**config.mk**
```make
export PLATFORM = sky130hd
export DESIGN_NAME = cache_snap_ctrl
export DESIGN_NICKNAME = d
export VERILOG_FILES = /design/src/rtl/snap_pkg.sv /design/src/rtl/snap_mover.sv /design/src/rtl/snap_seq.sv /design/src/rtl/cache_snap_ctrl.sv
export SDC_FILE = /design/constraint.sdc
export NUM_CORES = 1
export LEC_CHECK = 0
export ABC_CLOCK_PERIOD_IN_PS = 2200
export BUFFER_PORTS_ARGS = -buffer_cell sky130_fd_sc_hd__buf_2
export CORE_MARGIN = 2
export CORE_UTILIZATION = 40
export CTS_CLUSTER_SIZE = 20
export DETAILED_ROUTE_END_ITERATION = 8
export GPL_TIMING_DRIVEN = 0
export PLACE_DENSITY_LB_ADDON = 0.08
export SLEW_MARGIN = 20
export SYNTH_ARGS = -nofsm -noshare
export SYNTH_HDL_FRONTEND = slang
export SYNTH_HIERARCHICAL = 1
export SYNTH_SLANG_ARGS = --single-unit
```
**constraint.sdc**
```tcl
create_clock -name clk -period 2.2 [get_ports clk]
set_input_delay 0.22 -clock clk [delete_from_list [all_inputs] [get_ports clk]]
set_output_delay 0.22 -clock clk [all_outputs]
set_load 0.005 [all_outputs]
```
**src/rtl/snap_pkg.sv**
```systemverilog
package snap_pkg;
  typedef enum logic [2:0] {
    ST_IDLE,
    ST_COPY,
    ST_HOLD,
    ST_SETTLE,
    ST_REST
  } snap_state_e;
endpackage

```
**src/rtl/snap_mover.sv**
```systemverilog
// Streams NUM_LINES words from a read port (1-cycle latency) to a write port.
module snap_mover #(
  parameter int NUM_LINES = 64,
  parameter int LINE_W    = 32,
  localparam int AW       = $clog2(NUM_LINES)
) (
  input  logic              clk,
  input  logic              rst,
  input  logic              start_i,
  output logic              rd_en_o,
  output logic [AW-1:0]     rd_addr_o,
  input  logic [LINE_W-1:0] rd_data_i,
  output logic              wr_en_o,
  output logic [AW-1:0]     wr_addr_o,
  output logic [LINE_W-1:0] wr_data_o,
  output logic              fin_o
);
  localparam logic [AW-1:0] LAST = AW'(NUM_LINES - 1);

  logic          d_vld;
  logic [AW-1:0] d_addr;

  always_ff @(posedge clk) begin
    if (rst) begin
      rd_en_o   <= 1'b0;
      rd_addr_o <= '0;
      d_vld     <= 1'b0;
      d_addr    <= '0;
      wr_en_o   <= 1'b0;
      wr_addr_o <= '0;
      wr_data_o <= '0;
      fin_o     <= 1'b0;
    end else begin
      fin_o     <= wr_en_o && (wr_addr_o == LAST);
      wr_en_o   <= d_vld;
      wr_addr_o <= d_addr;
      wr_data_o <= rd_data_i;
      d_vld     <= rd_en_o;
      d_addr    <= rd_addr_o;
      if (start_i) begin
        rd_en_o   <= 1'b1;
        rd_addr_o <= '0;
      end else if (rd_en_o) begin
        if (rd_addr_o == LAST) rd_en_o <= 1'b0;
        else                   rd_addr_o <= rd_addr_o + 1'b1;
      end
    end
  end
endmodule

```
**src/rtl/snap_seq.sv**
```systemverilog
// Sequencing of copy, commit and restore, plus persistent word updates.
module snap_seq
  import snap_pkg::*;
(
  input  logic clk,
  input  logic rst,
  input  logic ckpt_req_i,
  input  logic recover_i,
  input  logic nv_sel_i,
  input  logic nv_busy_i,
  input  logic mv_fin_i,
  output logic mv_start_o,
  output logic op_copy_o,
  output logic bank_sel_o,
  output logic nv_we_o,
  output logic nv_wsel_o,
  output logic nv_wbusy_o
);
  snap_state_e st;
  logic        pend;

  always_ff @(posedge clk) begin
    if (rst) begin
      st         <= ST_IDLE;
      pend       <= 1'b0;
      mv_start_o <= 1'b0;
      op_copy_o  <= 1'b0;
      bank_sel_o <= 1'b0;
      nv_we_o    <= 1'b0;
      nv_wsel_o  <= 1'b0;
      nv_wbusy_o <= 1'b0;
    end else begin
      mv_start_o <= 1'b0;
      nv_we_o    <= 1'b0;
      unique case (st)
        ST_IDLE: begin
          if (recover_i) begin
            st         <= ST_REST;
            op_copy_o  <= 1'b0;
            bank_sel_o <= nv_sel_i;
            mv_start_o <= 1'b1;
            pend       <= pend | ckpt_req_i;
            if (nv_busy_i) begin
              nv_we_o    <= 1'b1;
              nv_wsel_o  <= nv_sel_i;
              nv_wbusy_o <= 1'b0;
            end
          end else if (ckpt_req_i || pend) begin
            st         <= ST_COPY;
            op_copy_o  <= 1'b1;
            bank_sel_o <= ~nv_sel_i;
            mv_start_o <= 1'b1;
            pend       <= 1'b0;
            nv_we_o    <= 1'b1;
            nv_wsel_o  <= nv_sel_i;
            nv_wbusy_o <= 1'b1;
          end
        end
        ST_COPY: begin
          if (mv_fin_i) st <= ST_HOLD;
        end
        ST_HOLD: begin
          if (!ckpt_req_i) begin
            st         <= ST_SETTLE;
            nv_we_o    <= 1'b1;
            nv_wsel_o  <= bank_sel_o;
            nv_wbusy_o <= 1'b0;
          end
        end
        ST_SETTLE: st <= ST_IDLE;
        ST_REST: begin
          pend <= pend | ckpt_req_i;
          if (mv_fin_i) st <= ST_IDLE;
        end
        default: st <= ST_IDLE;
      endcase
    end
  end
endmodule

```
**src/rtl/cache_snap_ctrl.sv**
```systemverilog
module cache_snap_ctrl #(
  parameter int NUM_LINES = 64,
  parameter int LINE_W    = 32,
  localparam int AW       = $clog2(NUM_LINES)
) (
  input  logic              clk,
  input  logic              rst,
  input  logic              ckpt_req_i,
  input  logic              recover_i,
  output logic              done_o,
  output logic [AW-1:0]     cache_addr_o,
  output logic              cache_re_o,
  input  logic [LINE_W-1:0] cache_rdata_i,
  output logic              cache_we_o,
  output logic [LINE_W-1:0] cache_wdata_o,
  output logic              bank_sel_o,
  output logic [AW-1:0]     bank_addr_o,
  output logic              bank_re_o,
  input  logic [LINE_W-1:0] bank_rdata_i,
  output logic              bank_we_o,
  output logic [LINE_W-1:0] bank_wdata_o,
  input  logic              nv_sel_i,
  input  logic              nv_busy_i,
  output logic              nv_we_o,
  output logic              nv_wsel_o,
  output logic              nv_wbusy_o
);
  logic              mv_start, mv_fin, op_copy;
  logic              mv_rd_en, mv_wr_en;
  logic [AW-1:0]     mv_rd_addr, mv_wr_addr;
  logic [LINE_W-1:0] mv_rd_data, mv_wr_data;

  snap_seq u_seq (
    .clk        (clk),
    .rst        (rst),
    .ckpt_req_i (ckpt_req_i),
    .recover_i  (recover_i),
    .nv_sel_i   (nv_sel_i),
    .nv_busy_i  (nv_busy_i),
    .mv_fin_i   (mv_fin),
    .mv_start_o (mv_start),
    .op_copy_o  (op_copy),
    .bank_sel_o (bank_sel_o),
    .nv_we_o    (nv_we_o),
    .nv_wsel_o  (nv_wsel_o),
    .nv_wbusy_o (nv_wbusy_o)
  );

  snap_mover #(.NUM_LINES(NUM_LINES), .LINE_W(LINE_W)) u_mover (
    .clk       (clk),
    .rst       (rst),
    .start_i   (mv_start),
    .rd_en_o   (mv_rd_en),
    .rd_addr_o (mv_rd_addr),
    .rd_data_i (mv_rd_data),
    .wr_en_o   (mv_wr_en),
    .wr_addr_o (mv_wr_addr),
    .wr_data_o (mv_wr_data),
    .fin_o     (mv_fin)
  );

  // Direction routing: copy reads cache / writes bank, restore the reverse.
  assign mv_rd_data    = op_copy ? cache_rdata_i : bank_rdata_i;
  assign cache_re_o    = op_copy & mv_rd_en;
  assign cache_we_o    = ~op_copy & mv_wr_en;
  assign cache_addr_o  = op_copy ? mv_rd_addr : mv_wr_addr;
  assign cache_wdata_o = mv_wr_data;
  assign bank_re_o     = ~op_copy & mv_rd_en;
  assign bank_we_o     = op_copy & mv_wr_en;
  assign bank_addr_o   = op_copy ? mv_wr_addr : mv_rd_addr;
  assign bank_wdata_o  = mv_wr_data;
  assign done_o        = mv_fin;
endmodule

```
=== After elaboration in Yosys (flattened, before gate mapping) ===
Index checks and enable logic that the tools add are counted.

* Add/sub/neg operators: 1
* Equality and inequality tests: 10
* Mux-type cells: 34
* Bitwise logic cells: 9
* Reduce and logical (&&, ||, !) cells: 13

{| class="wikitable"
|+ Operators with widths
! kind !! number
|-
| $mux W32 || 1
|-
| $mux W1 || 21
|-
| $mux W3 || 5
|-
| $eq A6 B6 Y1 const B || 2
|-
| $mux W6 || 2
|-
| $pmux W3 S4 || 1
|-
| $pmux W1 S2 || 4
|-
| $reduce_and A4 Y1 || 2
|-
| $add A6 B1 Y6 const B || 1
|-
| $reduce_and A2 Y1 || 3
|-
| $reduce_bool A2 Y1 || 3
|-
| $and A1 B1 Y1 || 4
|-
| $ne A2 B1 Y1 const B || 2
|-
| $not A1 Y1 || 4
|-
| $reduce_or A2 Y1 || 2
|-
| $eq A3 B1 Y1 const B || 1
|-
| $eq A3 B2 Y1 const B || 1
|-
| $eq A3 B3 Y1 const B || 1
|-
| $logic_not A3 Y1 || 1
|-
| $ne A3 B2 Y1 const B || 1
|-
| $ne A3 B3 Y1 const B || 1
|-
| $ne A2 B2 Y1 const B || 1
|-
| $logic_and A1 B1 Y1 || 1
|-
| $logic_or A1 B1 Y1 || 1
|-
| $or A1 B1 Y1 || 1
|}

* Register bits: 64
* Output and inout port bits: 85

=== Longest topological paths before layout ===
* Word-level depth: 4
* Gate-level depth with buffers: 5
* Mapped depth without buffers: 5

=== Cells and area by module ===
Netlist, hierarchy kept.

{| class="wikitable"
|+ Modules (own cells, without submodules)
! module !! times used !! cells an instance !! area an instance (um2)
|-
| snap_mover || 1 || 134 || 1581.5
|-
| cache_snap_ctrl || 1 || 85 || 864.6
|-
| snap_seq || 1 || 50 || 499.2
|}

=== Worst setup path before layout ===
OpenSTA, ideal clock, no wires.

* Path kind: register -> register
* Start: register u_seq.st[1]
* End: register u_seq.nv_wsel_o
* Library setup time: 0.128 ns
* Arrival: 1.200 ns
* Slack: 0.871 ns
* Stages on the path, launching flop included: 6
* Path buffers: 1
* Period minus slack after synthesis: 1.329 ns
* Cell sequence: dfxtp_1 -> buf_2 -> nor3b_2 -> mux2_2 -> mux2i_1 -> nor2_1

* Word-level cells in the longest chain between the ends: 3
* Elaborated cells between the ends (all ways): 8
* Classes of those cells: eq/ne: 4; mux: 1; reduce/logical: 3

{| class="wikitable"
|+ RTL lines
! item !! line !! source
|-
| start, declared || snap_seq.sv:19 || <nowiki>snap_state_e st;</nowiki>
|-
| start signal, assigned || snap_seq.sv:24 || <nowiki>st <= ST_IDLE;</nowiki>
|-
| start signal, assigned || snap_seq.sv:38 || <nowiki>st <= ST_REST;</nowiki>
|-
| start signal, assigned || snap_seq.sv:49 || <nowiki>st <= ST_COPY;</nowiki>
|-
| $eq A3 B2 Y1 / $logic_not A3 Y1 (equally long branches) || snap_seq.sv:35 || <nowiki>unique case (st)</nowiki>
|-
| $ne A2 B2 Y1 (no line), or another cell as far along || -- ||
|-
| $reduce_and A4 Y1 (no line) || -- ||
|-
| end signal, assigned || snap_seq.sv:45 || <nowiki>nv_wsel_o <= nv_sel_i;</nowiki>
|-
| end signal, assigned || snap_seq.sv:55 || <nowiki>nv_wsel_o <= nv_sel_i;</nowiki>
|-
| end signal, assigned || snap_seq.sv:66 || <nowiki>nv_wsel_o <= bank_sel_o;</nowiki>
|-
| end, declared || snap_seq.sv:16 || <nowiki>output logic nv_wsel_o,</nowiki>
|}

Parallel ways exist; a longest one is shown, timed or not.
A chain may end at the register's enable or synchronous reset.

=== Worst setup path after layout ===
* Start: register u_seq.op_copy_o
* End: output port cache_addr_o[0]

* Word-level cells in the longest chain between the ends: 1

{| class="wikitable"
|+ RTL lines
! item !! line !! source
|-
| start, declared || snap_seq.sv:13 || <nowiki>output logic op_copy_o,</nowiki>
|-
| start signal, assigned || snap_seq.sv:27 || <nowiki>op_copy_o <= 1'b0;</nowiki>
|-
| start signal, assigned || snap_seq.sv:39 || <nowiki>op_copy_o <= 1'b0;</nowiki>
|-
| start signal, assigned || snap_seq.sv:50 || <nowiki>op_copy_o <= 1'b1;</nowiki>
|-
| $mux W6 || cache_snap_ctrl.sv:66 || <nowiki>assign cache_addr_o = op_copy ? mv_rd_addr : mv_wr_addr;</nowiki>
|-
| end, declared || cache_snap_ctrl.sv:11 || <nowiki>output logic [AW-1:0] cache_addr_o,</nowiki>
|}

Every way passes these cells.

==> metrics.md <==
| Metric | Value |
|---|---|
| VDD IR max | `0.000574 V` |
| Syn_area_per_cell | `10.9 um2` |
| R2r endpoint | `u_seq/nv_wsel_o` |
| Number of synthesized flops with an enable pin | `0` |
| YS warnings | `6` |
| Fin crit share | `0.805` |
| Final instance area | `4070 um2` |
| Required @ worst endpoint | `1.98 ns` |
| Die footprint | `8070 um2` |
| Core Rows | `31` |
| Synth top area share | `0.435` |
| CTS resizes | `0` |
| IO Count | `155` |
| CTS tree | `built` |
| Initial Utilization | `0.410` |
| Area after DPL | `3830 um2` |
| CP Launch Point | `u_seq/op_copy_o` |
| CTS clock-pin slew for the worst setup and hold paths | `0.06 ns` |
| Post-synth top area cell | `dfxtp_1` |
| Footprint of the multi-input gates | `1320 um2` |
| Antenna Nets Post-Route | `0` |
| Power density over the cells | `741 nW/um2` |
| Total Routing Usage GR | `0.171` |
| Core area | `7180 um2` |
| Layout Nets | `504` |
| Fill cells | `677` |
| Sink Count | `64` |
| Die Y | `89.8 um` |
| H-Tree Depth | `3` |
| Chip width | `89.8 um` |
| Crit. End Element | `output pin` |
| Top FF cell, synth | `dfxtp_1` |
| Worst r2r src | `u_seq/st[1]` |
| P_leak | `2.05 nW` |
| Worst setup SP type | `register` |
| Share of flip-flops with an asynchronous set or reset | `0` |
| Fmax achieved | `565 MHz` |
| Final-report hold violation count | `0` |
| CTS Hold Bufs | `0` |
| Drt wl/cell | `12.9 um` |
| Core Util, Final | `0.567` |
| Root buf cell | `clkbuf_8` |
| Cell count after synthesis | `269` |
| Syn nets | `340` |
| Min Hold Slack | `0.113 ns` |
| Max clock buf depth | `2` |
| N_diodes | `0` |
| Grt ovf | `0` |
| Run status | `finished clean` |
| Clock Latency Late Sink | `0.33 ns` |
| Register Area | `1280 um2` |
| Post-DP HPWL | `5.42 mm` |
| Worst-Margin Slew | `0.509 ns` |
| DR iter-0 viols | `52` |
| Vias in the first global route | `2210` |
| First-pass GRT wire length | `11.0 mm` |
| Seq cells post-synth | `64` |
| Top cells by area, synth | `dfxtp_1 44%, mux2_2 11%, nor2b_1 9.6%, buf_4 8.2%, mux2_4 8.2%` |
| DRC Markers | `0` |
| Minimum clock period | `1.77 ns` |
| TritonCTS Buffers | `9` |
| Placer congestion estimate | `0.761` |
| WP data arrival | `1.55 ns` |
| Vias/cell | `4.38` |
| Worst setup path end | `cache_addr_o[0]` |
| Post-synth cell types | `44` |
| Reg2reg setup slack | `0.74 ns` |
| Via count | `2350` |
| Max Slew Vio Count | `0` |
| Setup bufs post-CTS | `0` |
| Max Cap Violations | `0` |
| Drt first pass iters | `4` |
| Clk_skew | `0.00629 ns` |
| Share of layout cells above drive strength 1 | `0.605` |
| Setup violators final | `0` |
| Total wire length | `6.94 mm` |
| Layout area overhead | `38.2%` |
| Sequential share of the synthesized area | `0.435` |
| Initial antenna violation count | `0` |
| Setup TNS | `0 ns` |
| I/O Buffers | `153` |
| Critical Path Fanout Max | `10` |
| CP Class | `register to output pin` |
| Largest net degree at the start of global routing | `12` |
| RSZ-0062 raised after global routing | `no` |
| Mapped cell area | `2950 um2` |
| Slew headroom | `0.661` |
| Worst r2r path cells | `5` |
| HP Class | `input port to register` |
[worst min path at each step]
stage                 startpoint              endpoint  cells past startpoint
2_1_floorplan                rst      u_seq/nv_wbusy_o                      1
3_3_place_gp   u_mover/d_addr[2]  u_mover/wr_addr_o[2]                      1
3_5_place_dp   u_mover/d_addr[0]  u_mover/wr_addr_o[0]                      1
4_1_cts                recover_i       u_seq/op_copy_o                      2
5_1_grt                recover_i       u_seq/op_copy_o                      2
6_report               recover_i       u_seq/op_copy_o                      2
[logic make-up after synthesis]
group	Yosys count	synth area share
buffers and inverters	49	0.118
DFF	64	0.435
muxes	49	0.206
AOI/OAI and AO/OA	19	0.0548
and+or+nand+nor	85	0.176
adders and majority gates	1	0.00425
xor gates and xnor gates	2	0.00595
[cell usage in the layout, fill, tap and decap left out, types with 3 or more instances in the layout]
| cell type | instances |
|---|---|
| a21oi_1 | 4 |
| and2b_1 | 4 |
| buf_2 | 157 |
| buf_4 | 32 |
| buf_6 | 5 |
| bufinv_16 | 3 |
| clkbuf_1 | 6 |
| clkbuf_8 | 9 |
| dfxtp_1 | 64 |
| mux2_2 | 29 |
| mux2_4 | 16 |
| mux2i_1 | 4 |
| nor2_1 | 12 |
| nor2b_1 | 45 |
| nor3_1 | 3 |
[cells in the mapped netlist (2+ instances only)]
| library cell | number |
|---|---|
| o21ai_0 | 2 |
| nand2_1 | 2 |
| nand4_1 | 2 |
| a211oi_1 | 2 |
| nor3_1 | 3 |
| and2b_1 | 4 |
| nand3_1 | 2 |
| xnor2_1 | 2 |
| a21oi_1 | 4 |
| buf_2 | 4 |
| o41ai_1 | 2 |
| a311oi_1 | 2 |
| mux2i_1 | 4 |
| nand2_2 | 2 |
| buf_4 | 32 |
| mux2_2 | 29 |
| buf_6 | 5 |
| mux2_4 | 16 |
| and2_1 | 2 |
| clkbuf_1 | 5 |
| nor2_1 | 12 |
| nor2b_1 | 45 |
| inv_1 | 2 |
| dfxtp_1 | 64 |
[routing by layer]
layer	share of wire	track usage	wire length, um
met3	0.063	0.0520	436
met2	0.50	0.294	3430
met4	0.0046	0.0538	32
met1	0.44	0.205	3030
met5	0	0	0
[through the flow]
| step | total power [mW] | std cells | setup WS, ns |
|---|---|---|---|
| after global placement | 1.86 | 521 | 0.757 |
| after CTS | 3.05 | 537 | 0.400 |
| final | 3.01 | 537 | 0.429 |
| after global routing | 3.16 | 537 | 0.352 |
| after detailed placement | 1.86 | 521 | 0.749 |
| after floorplan | 1.65 | 269 | 0.871 |
[state kept, by name, summed over array words and instances, names as in the netlist, 3 cells and up]
register	cells
u_mover/wr_data_o	32
u_mover/wr_addr_o	6
u_seq/st	3
u_mover/rd_addr_o	6
u_mover/d_addr	6
[area by class of cell]
type	count	share of cell area
multi-input cells	156	0.323
flip-flops and latches	64	0.315
repair buffers	153	0.188
plain buffers	47	0.0836
clock buffers	10	0.0314
well taps	99	0.0304
clock inverters	6	0.0264
inverters	2	0.00184
[critical path, stage by stage, from the launching register on]
cell     delay [ns]
dfxtp_1        0.41
buf_6          0.18
buf_6          0.19
mux2_4         0.31
buf_2          0.13
[report_power, final]
group | leakage, nW | total, mW | switching [mW] | internal [mW]
combinational | 1.40 | 0.556 | 0.211 | 0.345
sequential | 0.527 | 1.28 | 0.0443 | 1.23
clock | 0.116 | 1.18 | 0.432 | 0.749
total | 2.05 | 3.01 | 0.688 | 2.33
Note: power is estimated with default switching activity, not from simulation.
